## config.mk

```make
export PLATFORM = sky130hd
export DESIGN_NAME = cfg_chain_loader
export DESIGN_NICKNAME = d
export VERILOG_FILES = /design/src/rtl/cfg_chain_pkg.sv /design/src/rtl/cfg_bit_counter.sv /design/src/rtl/cfg_shift_reg.sv /design/src/rtl/cfg_chain_route.sv /design/src/rtl/cfg_chain_loader.sv
export SDC_FILE = /design/constraint.sdc
export NUM_CORES = 1
export LEC_CHECK = 0
export BUFFER_PORTS_ARGS = -buffer_cell sky130_fd_sc_hd__buf_2
export CAP_MARGIN = 5
export CORE_MARGIN = 3
export CORE_UTILIZATION = 40
export DETAILED_ROUTE_END_ITERATION = 16
export SLEW_MARGIN = 10
export SYNTH_ARGS = -nofsm -noshare
export SYNTH_HDL_FRONTEND = slang
export SYNTH_SLANG_ARGS = --single-unit
```

## constraint.sdc

```tcl
create_clock -name clk -period 3.9 [get_ports clk]
set_clock_uncertainty 0.05 [all_clocks]
set_input_delay 0.39 -clock clk [delete_from_list [all_inputs] [get_ports clk]]
set_output_delay 0.39 -clock clk [all_outputs]
set_load 0.01 [all_outputs]
```

## src/rtl/cfg_chain_pkg.sv

```systemverilog
`timescale 1ns/1ps
package cfg_chain_pkg;

    parameter int unsigned CFG_BITS_DEFAULT = 16;

    typedef enum logic {
        PH_LOADING = 1'b0,
        PH_PASSING = 1'b1
    } phase_e;

    function automatic int unsigned cnt_width(input int unsigned nbits);
        return $clog2(nbits + 1);
    endfunction

endpackage

```

## src/rtl/cfg_bit_counter.sv

```systemverilog
`timescale 1ns/1ps
module cfg_bit_counter
    import cfg_chain_pkg::*;
#(
    parameter int unsigned CFG_BITS = CFG_BITS_DEFAULT
) (
    input  logic clk,
    input  logic rst_n,
    input  logic shift_req,
    output logic shift_en,
    output logic busy
);
    localparam int unsigned CW = cnt_width(CFG_BITS);
    localparam logic [CW-1:0] LAST_IDX = CW'(CFG_BITS - 1);
    localparam logic [CW-1:0] FULL_CNT = CW'(CFG_BITS);

    typedef struct packed {
        phase_e          phase;
        logic [CW-1:0]   cnt;
    } cnt_state_t;

    cnt_state_t st_d, st_q;

    always_comb begin
        st_d     = st_q;
        shift_en = shift_req && (st_q.phase == PH_LOADING);
        if (shift_en) begin
            st_d.cnt = st_q.cnt + 1'b1;
            if (st_q.cnt == LAST_IDX) begin
                st_d.phase = PH_PASSING;
            end
        end
    end

    always_ff @(posedge clk or negedge rst_n) begin
        if (!rst_n) begin
            st_q <= '{phase: PH_LOADING, cnt: '0};
        end else begin
            st_q <= st_d;
        end
    end

    assign busy = (st_q.phase == PH_LOADING);

    AST_CNT_BOUND: assert property (@(posedge clk) disable iff (!rst_n)
        st_q.cnt <= FULL_CNT);
    AST_DONE_AT_FULL: assert property (@(posedge clk) disable iff (!rst_n)
        !busy |-> st_q.cnt == FULL_CNT);
    AST_DONE_NEEDS_STROBE: assert property (@(posedge clk) disable iff (!rst_n)
        $fell(busy) |-> $past(shift_req));
    AST_DONE_STICKY: assert property (@(posedge clk) disable iff (!rst_n)
        !busy |=> !busy);

endmodule

```

## src/rtl/cfg_shift_reg.sv

```systemverilog
`timescale 1ns/1ps
module cfg_shift_reg
    import cfg_chain_pkg::*;
#(
    parameter int unsigned CFG_BITS = CFG_BITS_DEFAULT
) (
    input  logic                clk,
    input  logic                rst_n,
    input  logic                shift_en,
    input  logic                bit_in,
    output logic [CFG_BITS-1:0] word
);
    typedef struct packed {
        logic [CFG_BITS-1:0] word;
    } sr_state_t;

    sr_state_t sr_d, sr_q;

    always_comb begin
        sr_d = sr_q;
        if (shift_en) begin
            if (CFG_BITS > 1) begin
                sr_d.word = {bit_in, sr_q.word[CFG_BITS-1:1]};
            end else begin
                sr_d.word = CFG_BITS'(bit_in);
            end
        end
    end

    always_ff @(posedge clk or negedge rst_n) begin
        if (!rst_n) begin
            sr_q <= '0;
        end else begin
            sr_q <= sr_d;
        end
    end

    assign word = sr_q.word;

    AST_HOLD_WITHOUT_SHIFT: assert property (@(posedge clk) disable iff (!rst_n)
        !shift_en |=> $stable(word));
    AST_MSB_TAKES_INPUT: assert property (@(posedge clk) disable iff (!rst_n)
        shift_en |=> word[CFG_BITS-1] == $past(bit_in));

endmodule

```

## src/rtl/cfg_chain_route.sv

```systemverilog
`timescale 1ns/1ps
module cfg_chain_route (
    input  logic busy,
    input  logic ser_in,
    input  logic sel_req,
    output logic ser_out,
    output logic sel_allow
);
    always_comb begin
        ser_out   = 1'b0;
        sel_allow = 1'b0;
        if (!busy) begin
            ser_out   = ser_in;
            sel_allow = sel_req;
        end
    end

    always_comb begin
        if (busy) begin
            AST_ROUTE_QUIET: assert (!ser_out && !sel_allow);
        end
    end

endmodule

```

## src/rtl/cfg_chain_loader.sv

```systemverilog
`timescale 1ns/1ps
module cfg_chain_loader
    import cfg_chain_pkg::*;
#(
    parameter int unsigned CFG_BITS = CFG_BITS_DEFAULT
) (
    input  logic                clk,
    input  logic                rst_n,
    input  logic                ser_in,
    input  logic                ser_load,
    input  logic                sel_req,
    output logic                ser_out,
    output logic                cfg_busy,
    output logic                sel_allow,
    output logic [CFG_BITS-1:0] cfg_word
);
    logic shift_en;
    logic busy;

    cfg_bit_counter #(.CFG_BITS(CFG_BITS)) u_counter (
        .clk       (clk),
        .rst_n     (rst_n),
        .shift_req (ser_load),
        .shift_en  (shift_en),
        .busy      (busy)
    );

    cfg_shift_reg #(.CFG_BITS(CFG_BITS)) u_shift (
        .clk      (clk),
        .rst_n    (rst_n),
        .shift_en (shift_en),
        .bit_in   (ser_in),
        .word     (cfg_word)
    );

    cfg_chain_route u_route (
        .busy      (busy),
        .ser_in    (ser_in),
        .sel_req   (sel_req),
        .ser_out   (ser_out),
        .sel_allow (sel_allow)
    );

    assign cfg_busy = busy;

    AST_OUT_QUIET_LOADING: assert property (@(posedge clk) disable iff (!rst_n)
        cfg_busy |-> !ser_out);
    AST_PASS_THROUGH: assert property (@(posedge clk) disable iff (!rst_n)
        !cfg_busy |-> ser_out == ser_in);
    AST_SEL_BLOCKED: assert property (@(posedge clk) disable iff (!rst_n)
        cfg_busy |-> !sel_allow);
    AST_WORD_FROZEN: assert property (@(posedge clk) disable iff (!rst_n)
        !cfg_busy |=> $stable(cfg_word));

endmodule

```

==> metrics.md, run 1 <==
| Metric | Value |
|---|---|
| Status | finished, final reports clean |
| CTS Hold Bufs | 1 |
| WL met3 | roughly 60 um |
| HPWL after detailed placement | 1.070 mm |
| Post-Synth XOR/XNOR Area | 2.975% |
| # Post-CTS Setup Buffers | 0 |
| Synthesized area | 883.3 um2 |
| Die footprint | ~2800 um2 |
| Boundary pin count | 24 |
| Max clock buf depth | 2 |
| Worst Setup EP | sel_allow |
| Compound-cell area share of the yosys netlist | less than 1% |
| Avg Cell Area, Syn | 9.298 um2 |
| Simple-gate share of the synthesized area | between 20% and 30% |
| Seq/Total Area, Yosys | between 60% and 70% |
| Crit start category | register |
| CP max FO | 5 |
| Largest family of logic cells by synthesized area | simple AND/OR/NAND/NOR gates |
| WL met2 | 755 um |
| Vias per inst | 4.527 |
| Final core occ | 51.79% |
| Final hold vios | 0 |
| First-pass GRT wire length | approximately 2.7 mm |
| Switching part of the total | between 20 and 25% |
| Reg-to-reg slack, setup | 2.55 ns |
| # rows | 16 |
| Ys Warns | 0 |
| # setup viols final | 0 |
| Fin crit share | between 30% and 40% |
| Critical Path RT | about 3.5 ns |
| Mux cell area share after synthesis | 0% |
| Post-route ant nets | 0 |
| Chip width | 53.00 um |
| Fin nets | 128 |
| Die height | 53.00 um |
| Initial core utilization | 43.69% |
| PostCTS Resize Cnt | 0 |
| Syn Inst Count | 95 |
| Top-area cell type share of the netlist area | approximately 62% |
| Synth top area cells | dfrtp_1 62%, nand2_1 23%, xnor2_1 3.0% |
| Hold Path Class | input port to register |
| Port bufs | 23 |
| H-tree lvl count | 1 |
| Sequential Power Share | roughly two thirds |
| Pwr/cell area | roughly 330 nW/um2 |
| Filler cells | 189 |
| Final Critical Period | roughly 1.4 ns |
| Max_slew headroom | 52.45% |
| Clk pwr share | 29.5% |
| MaxCap Viol Count | 0 |
| Area of the multi-input gates | ~300 um2 |
| Hold depth | 3 |
| FF+latch count, synth | 22 |
| Highest metal used | met3 |
| Vias in the first global route | 607 |
| Setup TNS | 0 ns |
| CTS buffer count | 3 |
| Antenna Cells | 0 |
| Syn nets | 102 |
| Area growth from synthesis to layout | 18.55% |
| Cell leakage power | 0.6392 nW |
| Placed cells | 142 |
| FMAX | roughly 690 MHz |
| TritonCTS clock tree | built |
| Library cells used by synthesis | 13 |
| 1st-iter DRT viols | 5 |
| P_int | roughly 0.27 mW |
| Clock transition at path regs | around 0.12 ns |
| FF-to-FF path depth | 2 |
| Worst-Margin Slew | between 0.7 and 0.8 ns |
| Fin. max-slew vios | 0 |
| Root buf cell | clkbuf_4 |
| Non-Filler Instances | 146 |
| Latest clock arrival within the worst-skew pair | 0.30 ns |
| GPL Wtd Cong | just over 0.7 |
| Num Clock Sinks | 22 |
| RSZ-0062 raised after global routing | false |
| Pre-antenna DRT Iters | 2 |
| Pin count of the biggest net entering global routing | 23 |
| Area leader, netlist | dfrtp_1 |
| CP Capture Type | output port |
| VDD IR-drop max | 180.0 uV |
| Initial antenna violation count | 0 |
| CP arrival | 1.01 ns |
| DRC viols | 0 |
| Via count | around 660 |
| Share of cells above drive strength 1 | between 20% and 30% |
| Wl on met1 | 721 um |
| GRT Util Overall | 13.43% |
| Overflow after GRT | 0 |
| Final WL | 1.537 mm |
| Critical setup path kind | register to output port |
| Adder-Cell Fraction of Synth Area | approximately 2.8% |
| FF/Latch Area | 550.5 um2 |
| P_sw | between 0.07 and 0.08 mW |
| Routed WL per cell | approximately 11 um |
| Worst R2R End | u_counter.st_q[0] |
| FF-to-FF Start | u_counter.st_q[5] |
| Worst Setup SP | u_counter.st_q[5] |
| Core area | between 2000 and 2500 um2 |
| Comb pwr share | around 3.6% |
[cell families after synthesis]
| kind of cell | Yosys count |
|---|---|
| and+or+nand+nor | 61 |
| DFF | 22 |
| buffers and inverters | 6 |
| xor gates and xnor gates | 3 |
| adders and majority gates | 2 |
| AOI/OAI and AO/OA | 1 |
[layout make-up]
cell class | count | share of cell area (%)
Multi-Input combinational cell | 67 | 28.67
Sequential cell | 22 | 52.57
Clock buffer | 3 | 2.151
Timing Repair Buffer | 25 | 12.66
Tap cell | 27 | 3.226
Inverter | 2 | 0.7168
[cells in the mapped netlist]
cell / count
and2_1: 2
nand2b_1: 1
xnor2_1: 3
nand4_1: 1
buf_4: 2
nand2_1: 55
nor2b_1: 1
inv_1: 2
dfrtp_1: 22
buf_2: 2
and3_1: 1
o21ai_1: 1
ha_1: 2
[sequential cells by signal, summed over array words and instances (netlist names)]
| register | count |
|---|---|
| u_shift.word | 16 |
| u_counter.st_q | 6 |
[layout by cell type (no fill, tap or decap), drive strengths merged]
cell type,count
nand2,55
buf,24
dfrtp,22
xnor2,3
clkbuf,3
inv,2
and2,2
ha,2
and3,1
nor2b,1
nand2b,1
nand4,1
o21ai,1
dlygate4sd3,1
[power groups by stage]
stage	clock network (mW)	registers (mW)	logic, mW
after floorplan	0	0.235	0.00334
after global placement	0	0.235	0.0119
after detailed placement	0	0.235	0.0123
after CTS	0.104	0.231	0.0130
after global routing	0.113	0.231	0.0143
final	0.102	0.231	0.0123
[stage by stage]
step	hold WS (ns)	power, mW	instance area [um2]	setup WS (ns)
2_1_floorplan	0.04441	0.2387	883.3	2.681
3_3_place_gp	0.3305	0.2472	1015	2.556
3_5_place_dp	0.3374	0.2476	1015	2.532
4_1_cts	0.2320	0.3481	1047	2.447
5_1_grt	0.2542	0.3581	1047	2.407
6_report	0.2319	0.3450	1047	2.454
[metal layers]
metal | global-route usage [%] | vias up
li1 | - | 335
met1 | 17.53 | 316
met2 | 20.66 | 10
met3 | 2.535 | 0
met4 | 7.660 | 0
met5 | 0 | -
[worst min path at each step]
| stage | start | slack [ns] | to |
|---|---|---|---|
| 6_report | ser_in | 0.23 | u_shift.word[15] |
| 4_1_cts | ser_in | 0.23 | u_shift.word[15] |
| 2_1_floorplan | rst_n | 0.04 | u_counter.st_q[0] |
| 3_5_place_dp | rst_n | 0.34 | u_counter.st_q[3] |
| 3_3_place_gp | rst_n | 0.33 | u_shift.word[15] |
| 5_1_grt | ser_in | 0.25 | u_shift.word[15] |
[critical path: stages, from the launching register on]
cell and delay (ns):
dfrtp_1 0.43, and2_1 0.14, buf_2 0.13
Power figures use the tool's default switching activity.
==> run 2, diff against run 1 <==
PLACE_DENSITY = 0.66   (was not set)
clock period = 1.2 ns   (was 3.9 ns; I/O delays follow)
==> run 2 against run 1 <==
Compared with the run above: register-to-register slack got worse by 2.5 ns; first-iteration DRC count decreased by 40%; clock power increased to 3.2 times the previous value; critical path type unchanged; critical endpoint unchanged.
==> metrics.md, run 2 (synthesized netlist as in run 1, its figures left out) <==
| Metric | Value |
|---|---|
| Placed cells | 147 (+3.5%) |
| Commonest non-fill, non-tap cell in the layout | nand2_1 |
| Root buf cell | clkbuf_4 |
| CTS buffer count | 3 (unchanged) |
| Hold_ws | 0.2323 ns (+0.0003540 ns) |
| Die height | 53.00 um (unchanged) |
| Pin count of the biggest net entering global routing | 23 (unchanged) |
| Vias in the first global route | 696 (+15%) |
| Non-Filler Instances | 155 (+6.2%) |
| # setup viols final | 0 (unchanged) |
| Cell leakage power | 0.6795 nW (+6.3%) |
| Core area | 2022 um2 (unchanged) |
| Port bufs | 23 (unchanged) |
| HPWL after detailed placement | 1.150 mm (+7.4%) |
| Fin crit share | 99.75% |
| Worst-Margin Slew | 0.4794 ns (-0.2339 ns) |
| Boundary pin count | 24 (unchanged) |
| Setup TNS | 0 ns (unchanged) |
| Setup ws final | 0.003003 ns (-2.451 ns) |
| Critical setup path kind | register to output port |
| Final instance area | 1146 um2 (+9.4%) |
| Via count | 697 (+5.4%) |
| Max reg flops | 16 (unchanged) |
| Overflow after GRT | 0 (unchanged) |
| Vias per inst | 4.497 (-0.68%) |
| GRT Util Overall | 14.85% (+1.4 points) |
| Antenna Cells | 0 (unchanged) |
| CP Capture Type | output port |
| GPL Wtd Cong | 0.7184 (unchanged) |
| Pre-antenna DRT Iters | 4 (+2) |
| Post-route ant nets | 0 (unchanged) |
| Most frequent cells in the layout | 55 x nand2_1, 23 x buf_2, 22 x dfrtp_1 |
| Hold Path Class | input port to asynchronous set/reset pin |
| Max_slew headroom | 68.04% (+16 points) |
| Final WL | 1.670 mm (+8.7%) |
| Area growth from synthesis to layout | 29.75% |
| H-tree lvl count | 1 (unchanged) |
| Critical Path RT | 1.03 ns (-2.43 ns) |
| Slowest stage cell, crit path | dfrtp_1 |
| Fin nets | 137 (+7.0%) |
| CP max FO | 5 (unchanged) |
| Max incr delay on CP | 0.44 ns (about the same) |
| Final hold vios | 0 (unchanged) |
| First-pass GRT wire length | 2.946 mm (+7.3%) |
| MaxCap Viol Count | 0 (unchanged) |
| Crit path buf inv count | 1 (unchanged) |
| Critical path's top delay family | flip-flops |
| DRC viols | 0 (unchanged) |
| Initial core utilization | 43.69% (unchanged) |
| Clock transition at path regs | 0.12 ns (about the same) |
| Pwr/cell area | 986.9 nW/um2 (+200%) |
| Fin. max-slew vios | 0 (unchanged) |
| Status | finished, final reports clean |
| Latest clock arrival within the worst-skew pair | 0.31 ns (about the same) |
| TritonCTS clock tree | built |
| Total power | 1.131 mW (+230%) |
| Worst-path cell chain | and2_1, buf_2 |
| Die footprint | 2808 um2 (unchanged) |
| RSZ-0062 raised after global routing | true |
| Chip width | 53.00 um (unchanged) |
| Num Clock Sinks | 22 (unchanged) |
| Share of cells above drive strength 1 | 30.47% (+7.8 points) |
| DP Area | 1055 um2 (+3.9%) |
| Crit start category | register |
| Max clock buf depth | 2 (unchanged) |
| # rows | 16 (unchanged) |
| Setup Slack @ Placement | -0.04788 ns (-2.580 ns) |
| CP arrival | 1.03 ns (+0.02 ns) |
| Routed WL per cell | 10.77 um (+2.3%) |
| Initial antenna violation count | 0 (unchanged) |
| VDD IR-drop max | 717.2 uV (+300%) |
| Final core occ | 56.68% (+4.9 points) |
| 1st-iter DRT viols | 3 (-2) |
| Final Critical Period | 1.197 ns |
| FMAX | ~840 MHz |
run 2: cell types whose count changed in the layout (fill, tap and decap cells not counted), sizes merged:
cell         previous run  this run
dlygate4sd3             1         3
buf                    24        31
run 2: worst paths after layout:
check	cells after the start	end	slack, ns	from
worst max register to register	4	u_counter.st_q[4]	0.02	u_counter.st_q[0]
worst min-delay path	2	u_counter.st_q[4]	0.23	rst_n
worst min register to register	2	u_shift.word[0]	0.43	u_shift.word[0]
max in group asynchronous	2	u_shift.word[1]	0.53	rst_n
worst max-delay path	2	sel_allow	0.003	u_counter.st_q[5]
min in group clk	2	u_shift.word[0]	0.43	u_shift.word[0]
run 2: final cells by class:
| class | instances | area [um2] |
|---|---|---|
| Tap cell | 27 | 33.78 |
| Fill cell | 187 | 875.8 |
| Clock buffer | 3 | 22.52 |
| Timing Repair Buffer | 34 | 205.2 |
| Sequential cell | 22 | 550.5 |
| Inverter | 2 | 7.507 |
| Multi-Input combinational cell | 67 | 326.6 |
run 2: report_power, final:
| group | switching [mW] | leakage, nW | internal [mW] |
|---|---|---|---|
| logic | 0.0281 | 0.369 | 0.0239 |
| clock network | 0.212 | 0.0138 | 0.117 |
| registers | 0.00337 | 0.297 | 0.746 |
run 2: what timing repair did:
item / in CTS / in global routing
endpoints found under the hold margin: 24 / 0
resized for setup: 2 / 2
hold buffers: 3 / 0
buffers inserted: 1 / 1
gates cloned: 0 / 0
endpoints found under the setup margin: 3 / 22
pin swaps: 3 / 1
run 2: layer usage:
metal  global-route usage, %  routed length, um  vias to the layer above
met5                       0                  0                        -
li1                        -                  -                      353
met2                   23.76                773                       15
met3                   2.535                 74                        5
met1                   18.05                772                      324
met4                   10.21                 48                        0
==> run 3, diff against run 2 <==
CORE_ASPECT_RATIO = 0.75   (was not set)
GPL_TIMING_DRIVEN = 0   (was not set)
==> run 3 against run 2 <==
Compared with the run above: the flow now finishes with violations (negative setup slack); total power rose by 20%; clock power rose by 70%; non-clock buffer count did not move; count of clock-buffer cells in the layout did not move; flip-flop and latch count did not move; register-to-register slack barely moved; setup slack got worse by 0.0075 ns; wire length rose by 6.0%; via count rose by 2.6%; global-route usage fell by 1.0 points; sequential power barely moved; utilization rose by 1.3 points.
==> metrics.md, run 3 (synthesized netlist as in run 1, its figures left out) <==
| Metric | Value |
|---|---|
| P_int | 1.107 mW (+25%) |
| Overflow after GRT | 0 (unchanged) |
| Pwr/cell area | 1148 nW/um2 (+16%) |
| Crit start category | register |
| Boundary pin count | 24 (unchanged) |
| Status | finished, violations left |
| Worst R2R End | u_counter.st_q[4] |
| Latest clock arrival within the worst-skew pair | 0.30 ns (about the same) |
| Most frequent cells in the layout | 55 x nand2_1, 24 x buf_2, 21 x dfrtp_1 |
| Worst Setup SP | u_counter.st_q[5] |
| Pre-antenna DRT Iters | 3 (-1) |
| GRT Util Overall | 13.84% (-1.0 points) |
| FMAX | 830.2 MHz (-0.63%) |
| Num Clock Sinks | 22 (unchanged) |
| FF-to-FF Start | u_counter.st_q[1] |
| Die height | 46.70 um (-12%) |
| Cell leakage power | 0.6943 nW (+2.2%) |
| Final WL | 1.771 mm (+6.0%) |
| Vias per inst | 4.673 (+3.9%) |
| # rows | 14 (-2) |
| CP max FO | 5 (unchanged) |
| Share of cells above drive strength 1 | 31.78% (+1.3 points) |
| Die footprint | 2814 um2 (+0.20%) |
| CTS buffer count | 3 (unchanged) |
| Fin crit share | 100.4% (+0.63 points) |
| Failing checks | negative setup slack |
| Root buf cell | clkbuf_4 |
| Setup TNS | -0.007237 ns (-0.007237 ns) |
| Vias in the first global route | 627 (-9.9%) |
| Core area | 2049 um2 (+1.4%) |
| Comb pwr share | 3.8% (-0.8 points) |
| Setup Slack @ Placement | -0.05900 ns (-0.01113 ns) |
| P_sw | 0.2558 mW (+5.0%) |
| VDD IR-drop max | 1032 uV (+44%) |
| Post-route ant nets | 0 (unchanged) |
| Reg-to-reg slack, setup | 0.01 ns (about the same) |
| CP Capture Type | output port |
| Fin. max-slew vios | 0 (unchanged) |
| # setup viols final | 2 (+2) |
| Filler cells | 195 (+4.3%) |
| Worst Setup EP | ser_out |
| HPWL after detailed placement | 1.175 mm (+2.2%) |
| Hold_ws | 0.2415 ns (+0.009274 ns) |
| Initial antenna violation count | 0 (unchanged) |
| 1st-iter DRT viols | 16 (+13) |
| Final Critical Period | 1.205 ns (+0.007529 ns) |
| Switching part of the total | 18.77% (-2.8 points) |
| DRC viols | 0 (unchanged) |
| RSZ-0062 raised after global routing | true |
| Hold Path Class | input port to asynchronous set/reset pin |
| Max clock buf depth | 2 (unchanged) |
| Max reg flops | 16 (unchanged) |
| TritonCTS clock tree | built |
| FF/Latch Area | 551.8 um2 (+0.23%) |
| H-tree lvl count | 1 (unchanged) |
| Antenna Cells | 0 (unchanged) |
| GPL Wtd Cong | 0.6814 (-5.2%) |
| Worst-Margin Slew | 0.4763 ns (-0.003073 ns) |
| Sequential Power Share | 55.0% (-11 points) |
| Max_slew headroom | 68.25% (+0.20 points) |
| Critical setup path kind | register to output port |
| First-pass GRT wire length | 2.753 mm (-6.6%) |
| CP arrival | 1.03 ns (about the same) |
| Port bufs | 23 (unchanged) |
| Critical Path RT | 1.03 ns (about the same) |
| Total power | 1.363 mW (+20%) |
| Chip width | 60.27 um (+14%) |
| Routed WL per cell | 11.58 um (+7.4%) |
| Commonest non-fill, non-tap cell in the layout | nand2_1 |
| FF-to-FF path depth | 4 (unchanged) |
| Clock transition at path regs | 0.12 ns (about the same) |
| Fin nets | 137 (unchanged) |
| Initial core utilization | 43.10% (-0.59 points) |
| Clk pwr share | 41.2% (+12 points) |
| Area growth from synthesis to layout | 34.42% |
| Final hold vios | 0 (unchanged) |
| Via count | 715 (+2.6%) |
| Area of the multi-input gates | 331.6 um2 (+1.5%) |
| Pin count of the biggest net entering global routing | 23 (unchanged) |
| MaxCap Viol Count | 0 (unchanged) |
| Setup ws final | -0.004526 ns (-0.007529 ns) |
run 3: worst min path at each step:
stage | endpoint | cells past startpoint | slack, ns
finish | u_shift.word[2] | 2 | 0.24
global placement | u_counter.st_q[3] | 1 | 0.06
CTS | u_shift.word[14] | 2 | 0.25
floorplan | u_counter.st_q[0] | 0 | -0.23
detailed placement | u_counter.st_q[2] | 1 | 0.06
global route | u_shift.word[2] | 2 | 0.28
run 3: critical path: stages, from the launching register on:
cell,delay (ns)
dfrtp_2,0.46
and2_1,0.14
buf_2,0.13
run 3: repair_timing:
item | 4_1_cts | 5_1_grt
cloned | 0 | 1
hold endpoints to repair | 24 | 0
pin swaps | 3 | 0
hold buffers | 3 | 0
setup endpoints to repair | 2 | 15
buffers inserted | 2 | 2
resized for setup | 2 | 6
run 3: stage by stage:
stage          std cells  area, um2  utilization, %
2_1_floorplan         95      885.9               -
3_3_place_gp         142       1031           50.31
3_5_place_dp         142       1031           50.31
4_1_cts              151       1146           55.92
5_1_grt              153       1187           57.94
6_report             153       1187           57.94
run 3: final cells by class:
type	count	area share [%]
Multi-Input combinational cell	67	27.92
Buffer	4	2.740
Tap cell	24	2.529
Clock inverter	1	2.529
Clock buffer	3	1.897
Sequential cell	22	46.47
Inverter	2	0.6322
Timing Repair Buffer	30	15.28
run 3: metal layers:
| layer | up-vias | routed length (um) | part of all wire (%) | global-route usage [%] |
|---|---|---|---|---|
| met2 | 13 | 851 | 48 | 22.84 |
| li1 | 359 | - | - | - |
| met4 | 0 | 23 | 1.3 | 4.867 |
| met3 | 4 | 84 | 4.7 | 5.042 |
| met1 | 339 | 812 | 46 | 16.75 |
| met5 | - | 0 | 0 | 0 |
run 3: power by group through the flow:
stage,logic [mW],registers [mW],clock network (mW)
after floorplan,0.0109,0.765,0
after global placement,0.0386,0.765,0
after detailed placement,0.0399,0.765,0
after CTS,0.0520,0.750,0.575
after global routing,0.0578,0.751,0.602
final,0.0513,0.750,0.562
